$ cat src/rtl/tdr_pkg.sv
package tdr_pkg;

    typedef enum logic [1:0] {
        ST_IDLE = 2'd0,
        ST_MEAS = 2'd1,
        ST_HELD = 2'd2
    } tdr_state_e;

    typedef struct packed {
        logic clr;
        logic inc;
    } tdr_cmd_t;

    localparam int TDR_CNT_W_DEF = 10;
    localparam int TDR_ID_W_DEF  = 6;
    localparam logic [TDR_ID_W_DEF-1:0] TDR_ID_DEF = 6'b011100;

endpackage

$ cat src/rtl/tdr_ctrl.sv
module tdr_ctrl
    import tdr_pkg::*;
(
    input  logic       clk,
    input  logic       rst,
    input  logic       tx_start,
    input  logic       fault,
    input  logic       tick,
    input  logic       rd,
    output tdr_state_e state_q,
    output tdr_cmd_t   cmd
);

    tdr_state_e state_d;

    always_comb begin
        state_d = state_q;
        case (state_q)
            ST_IDLE: if (tx_start) state_d = ST_MEAS;
            ST_MEAS: if (fault)    state_d = ST_HELD;
            ST_HELD: if (rd)       state_d = ST_IDLE;
            default:               state_d = ST_IDLE;
        endcase
    end

    always_ff @(posedge clk) begin
        if (rst) state_q <= ST_IDLE;
        else     state_q <= state_d;
    end

    always_comb begin
        cmd.clr = rd | (tx_start & (state_q != ST_HELD));
        cmd.inc = (state_q == ST_MEAS) & tick & ~fault;
    end

    // a fault during a measurement always moves to the frozen state
    p_fault_freeze_r5: assert property (@(posedge clk) disable iff (rst)
        (state_q == ST_MEAS && fault) |=> state_q == ST_HELD);

    // a start pulse while frozen leaves the state frozen
    p_held_ignore_start_r9: assert property (@(posedge clk) disable iff (rst)
        (state_q == ST_HELD && tx_start && !rd) |=> state_q == ST_HELD);

endmodule

$ cat src/rtl/tdr_count.sv
module tdr_count
    import tdr_pkg::*;
#(
    parameter int CNT_W = TDR_CNT_W_DEF
) (
    input  logic             clk,
    input  logic             rst,
    input  tdr_cmd_t         cmd,
    output logic [CNT_W-1:0] count_q
);

    localparam logic [CNT_W-1:0] CNT_MAX = '1;

    always_ff @(posedge clk) begin
        if (rst)                               count_q <= '0;
        else if (cmd.clr)                      count_q <= '0;
        else if (cmd.inc && count_q != CNT_MAX) count_q <= count_q + 1'b1;
    end

    // a full count does not wrap unless it is cleared
    p_no_wrap_r7: assert property (@(posedge clk) disable iff (rst)
        (count_q == CNT_MAX && !cmd.clr) |=> count_q == CNT_MAX);

endmodule

$ cat src/rtl/tdr_counter_top.sv
module tdr_counter_top
    import tdr_pkg::*;
#(
    parameter int                CNT_W   = TDR_CNT_W_DEF,
    parameter int                ID_W    = TDR_ID_W_DEF,
    parameter logic [ID_W-1:0]   ID_CODE = TDR_ID_DEF,
    localparam int               WORD_W  = CNT_W + ID_W
) (
    input  logic              clk,
    input  logic              rst,
    input  logic              tx_start,
    input  logic              coll,
    input  logic              loss_carrier,
    input  logic              tick,
    input  logic              rd,
    output logic [WORD_W-1:0] rd_data
);

    localparam logic [CNT_W-1:0] CNT_MAX = '1;

    logic             fault;
    tdr_state_e       state_q;
    tdr_cmd_t         cmd;
    logic [CNT_W-1:0] count_q;

    assign fault = coll | loss_carrier;

    tdr_ctrl u_ctrl (
        .clk      (clk),
        .rst      (rst),
        .tx_start (tx_start),
        .fault    (fault),
        .tick     (tick),
        .rd       (rd),
        .state_q  (state_q),
        .cmd      (cmd)
    );

    tdr_count #(.CNT_W(CNT_W)) u_count (
        .clk     (clk),
        .rst     (rst),
        .cmd     (cmd),
        .count_q (count_q)
    );

    assign rd_data = {count_q, ID_CODE};

    // a counted tick raises the count by one
    p_count_step_r3: assert property (@(posedge clk) disable iff (rst)
        (state_q == ST_MEAS && tick && !fault && !rd && !tx_start && count_q != CNT_MAX)
        |=> count_q == $past(count_q) + 1'b1);

    // no count accumulates while idle
    p_idle_zero_r4: assert property (@(posedge clk) disable iff (rst)
        (state_q == ST_IDLE) |-> count_q == '0);

    // a frozen value stays put until read
    p_hold_stable_r5: assert property (@(posedge clk) disable iff (rst)
        (state_q == ST_HELD && !rd) |=> $stable(count_q));

    // a read leaves the count at zero
    p_read_clear_r6: assert property (@(posedge clk) disable iff (rst)
        rd |=> count_q == '0);

    // faults outside a measurement leave the count unchanged
    p_fault_ignored_r10: assert property (@(posedge clk) disable iff (rst)
        (state_q != ST_MEAS && fault && !rd && !tx_start) |=> $stable(count_q));

    // a start outside the frozen state restarts from zero
    p_restart_r11: assert property (@(posedge clk) disable iff (rst)
        (state_q != ST_HELD && tx_start) |=> count_q == '0);

endmodule

$ cat config.mk
export PLATFORM = sky130hd
export DESIGN_NAME = tdr_counter_top
export DESIGN_NICKNAME = d
export VERILOG_FILES = /design/src/rtl/tdr_pkg.sv /design/src/rtl/tdr_ctrl.sv /design/src/rtl/tdr_count.sv /design/src/rtl/tdr_counter_top.sv
export SDC_FILE = /design/constraint.sdc
export NUM_CORES = 1
export LEC_CHECK = 0
export CORE_ASPECT_RATIO = 1.25
export CORE_MARGIN = 2
export CORE_UTILIZATION = 25
export DETAILED_ROUTE_END_ITERATION = 8
export GPL_TIMING_DRIVEN = 1
export PLACE_DENSITY = 0.49
export REMOVE_ABC_BUFFERS = 1
export SLEW_MARGIN = 10
export SYNTH_ARGS = -nofsm -noshare
export SYNTH_HDL_FRONTEND = slang
export SYNTH_HIERARCHICAL = 1
export SYNTH_SLANG_ARGS = --single-unit
$ cat constraint.sdc
create_clock -name clk -period 3.19 [get_ports clk]
set_clock_uncertainty 0.2 [all_clocks]
set_input_delay 0.4785 -clock clk [delete_from_list [all_inputs] [get_ports clk]]
set_output_delay 0.4785 -clock clk [all_outputs]
set_load 0.03 [all_outputs]
==> metrics.yaml <==
cts:
  cts.sinks: 12
  numCtsBuffers: 3
  cts_resized: 0
  cts_tree: "built"
  postCtsSetupRepairBufs: 0
  clock_path_buffers: 2
  clock_latency_ns: 0.27
  cts_htree_levels: 1
  postCtsHoldBufs: 0
  clkTransAtPathRegs_ns: 0.08
  root_buffer: "clkbuf_4"
synth:
  synth.top_cell.area_share_pct: 34.47
  yosysSeqAreaShare_pct: 34.47
  synth_area_um2: 696.9
  synth_cell_types: 34
  ys_top_cells_by_area: "dfxtp_1 (34%), buf_4 (6.5%), nor2_1 (5.9%)"
  ys_ff_latch: 12
  avgSynthCellArea_um2: 8.822
  ys.warnings.count: 6
  yosysTopAreaCell: "dfxtp_1"
  synthCells: 79
route:
  via_per_inst: 4.392
  route.detailed.drc: 0
  vias: 571
  ant_nets: 0
  first_pass_iters: 3
  routedWlPerCell_um: 9.985
  drt_iter0_drc: 6
  routed_wl_um: 1298
floorplan:
  core_area_um2: 2680
  die_w_um: 51.23
  rows: 21
  dieArea_um2: 3229
  start_util_pct: 26.00
  io_pins: 23
  die_y_um: 63.03
power:
  internal_power_mw: 0.2061
  comb_power_share_pct: 9.7
  clkPwrFrac_pct: 34.3
  ir_worst_vdd_uv: 168.3
  seqPwrFrac_pct: 56.0
  p_switching_mw: 0.06692
  sw_frac_of_total_pct: 24.51
  power_density_nw_per_um2: 304.8
  p_leak_nw: 0.3003
finish:
  drive_above_1_share_pct: 13.54
  final_cell_mix: "clkdlybuf4s50_1 (16), dfxtp_1 (12), nor2_1 (11), conb_1 (6)"
  fin_util_pct: 33.43
  layout.cells.most_common: "clkdlybuf4s50_1"
  layoutNonFillerInstCount: 130
  fillers: 293
  final_area_um2: 895.9
  diodes: 0
  syn_to_final_growth_pct: 28.55
  nets: 106
  multi_input_area_um2: 407.9
  seqCellArea_um2: 240.2
setup_path:
  rr_worst_depth: 6
  r2r_slack_ns: 1.41
  cp-end-kind: "flip-flop"
  start_kind: "primary input"
  critPathMaxFanout: 5
  arrival_ns: 2.23
  r2r_start: "u_ctrl/state_q[1]$_SDFFE_PP0P_"
  crit_start: "loss_carrier"
  critPathKind: "primary input to flip-flop"
  crit_required_ns: 3.15
  r2r_end: "u_count/count_q[9]$_SDFFE_PP0P_"
place:
  place_area_um2: 873.3
  hpwl_um: 1054
  port_buffers: 16
  dp_cells: 127
  routabilityCongestion: 0.7357
sta:
  hold_ws_ns: 0.2879
  finalSetupViolCount: 0
  slew_violations: 0
  fin_crit_sh_pct: 71.34
  setup_tns_ns: 0
  max_freq_mhz: 439.4
  rsz0062_at_grt: "no"
  hold_viol: 0
  min_period_ns: 2.276
worst_hold_path:
  hold_path.class: "flip-flop to flip-flop"
  hold_end: "u_ctrl/state_q[0]$_SDFFE_PP0P_"
  hold_path_depth: 1
  worstHoldStart: "u_ctrl/state_q[1]$_SDFFE_PP0P_"
flow_run:
  max-cap-violations: 0
global_route:
  grt_pass1_vias: 524
  antenna_found_initial: 0
  grt_usage_pct: 8.907
  grt_overflow: 0
  grt_first_pass_wirelength_um: 2180
  grt_max_degree: 11
outcome:
  outcome: "completed"
[registers in the layout (all words and copies together), names as in the netlist]
name,cells
u_count/count_q,10
u_ctrl/state_q,2
[worst max-delay path, stage by stage]
cell and delay (ns):
clkdlybuf4s50_1 0.39, or2_1 0.25, nor4bb_1 0.27, buf_4 0.18, nand4_4 0.13, nor4_2 0.28, mux2i_1 0.21, nor2_1 0.05
[metrics by stage]
step | worst slack (ns) | power (mW)
3_3_place_gp | 0.6561 | 0.1829
3_5_place_dp | 0.6055 | 0.1831
4_1_cts | 0.8920 | 0.2772
6_report | 0.9143 | 0.2730
5_1_grt | 0.7313 | 0.2891
2_1_floorplan | 0.8554 | 0.1729
[metal layers]
layer | wire, um | GRT usage (%) | vias to the layer above
li1 | - | - | 299
met1 | 569 | 9.635 | 256
met5 | 0 | 0 | -
met2 | 641 | 15.42 | 14
met3 | 74 | 2.153 | 2
met4 | 12 | 4.934 | 0
[power groups by stage]
stage                     registers [mW]  logic (mW)  clock network [mW]
after floorplan                    0.156      0.0166                   0
after global placement             0.157      0.0263                   0
after detailed placement           0.157      0.0265                   0
after CTS                          0.153      0.0265              0.0977
after global routing               0.153      0.0282               0.108
final                              0.153      0.0264              0.0936
[synthesized netlist by cell type]
master	instances
nand4bb_1	1
clkbuf_1	1
nor2_1	11
nand4_2	1
xor2_1	2
nand2b_1	4
ha_1	1
a21o_1	1
o31ai_1	1
a211oi_1	1
xnor2_1	2
nor4bb_1	1
a31o_2	1
dfxtp_1	12
buf_4	6
o21ai_0	2
and4_2	1
nand4_4	1
and4_1	1
or2_1	1
nand2_1	4
conb_1	2
nor4_2	1
or3_2	1
a21oi_1	1
nor4_1	1
a31oi_1	1
a311oi_2	1
nand3_1	3
mux2i_1	4
and4_4	1
or2_2	1
nor3_1	2
inv_1	4
[kinds of logic after synthesis]
family	after synthesis	share of synthesized area, %
buffers and inverters	11	9.155
adder cells (fa/ha/maj)	1	1.795
flip-flops	12	34.47
XOR/XNOR	4	5.028
other	2	1.078
AO/OA/AOI/OAI	9	9.696
AND/OR/NAND/NOR	36	33.03
multiplexers	4	5.745
[worst max path at each step]
stage               cells after the start                         endpoint
global placement                        8  u_count/count_q[9]$_SDFFE_PP0P_
floorplan                               6  u_count/count_q[9]$_SDFFE_PP0P_
CTS                                     8  u_count/count_q[9]$_SDFFE_PP0P_
finish                                  8  u_count/count_q[9]$_SDFFE_PP0P_
global route                            8  u_count/count_q[9]$_SDFFE_PP0P_
detailed placement                      8  u_count/count_q[9]$_SDFFE_PP0P_
[final cells by class]
| cell class | count | share of cell area, % |
|---|---|---|
| repair buffers | 17 | 18.72 |
| multi-input cells | 60 | 45.53 |
| inverters | 4 | 1.676 |
| clock buffers | 3 | 2.514 |
| well taps | 34 | 4.749 |
| flip-flops and latches | 12 | 26.82 |
Note: power is estimated with default switching activity, not from simulation.
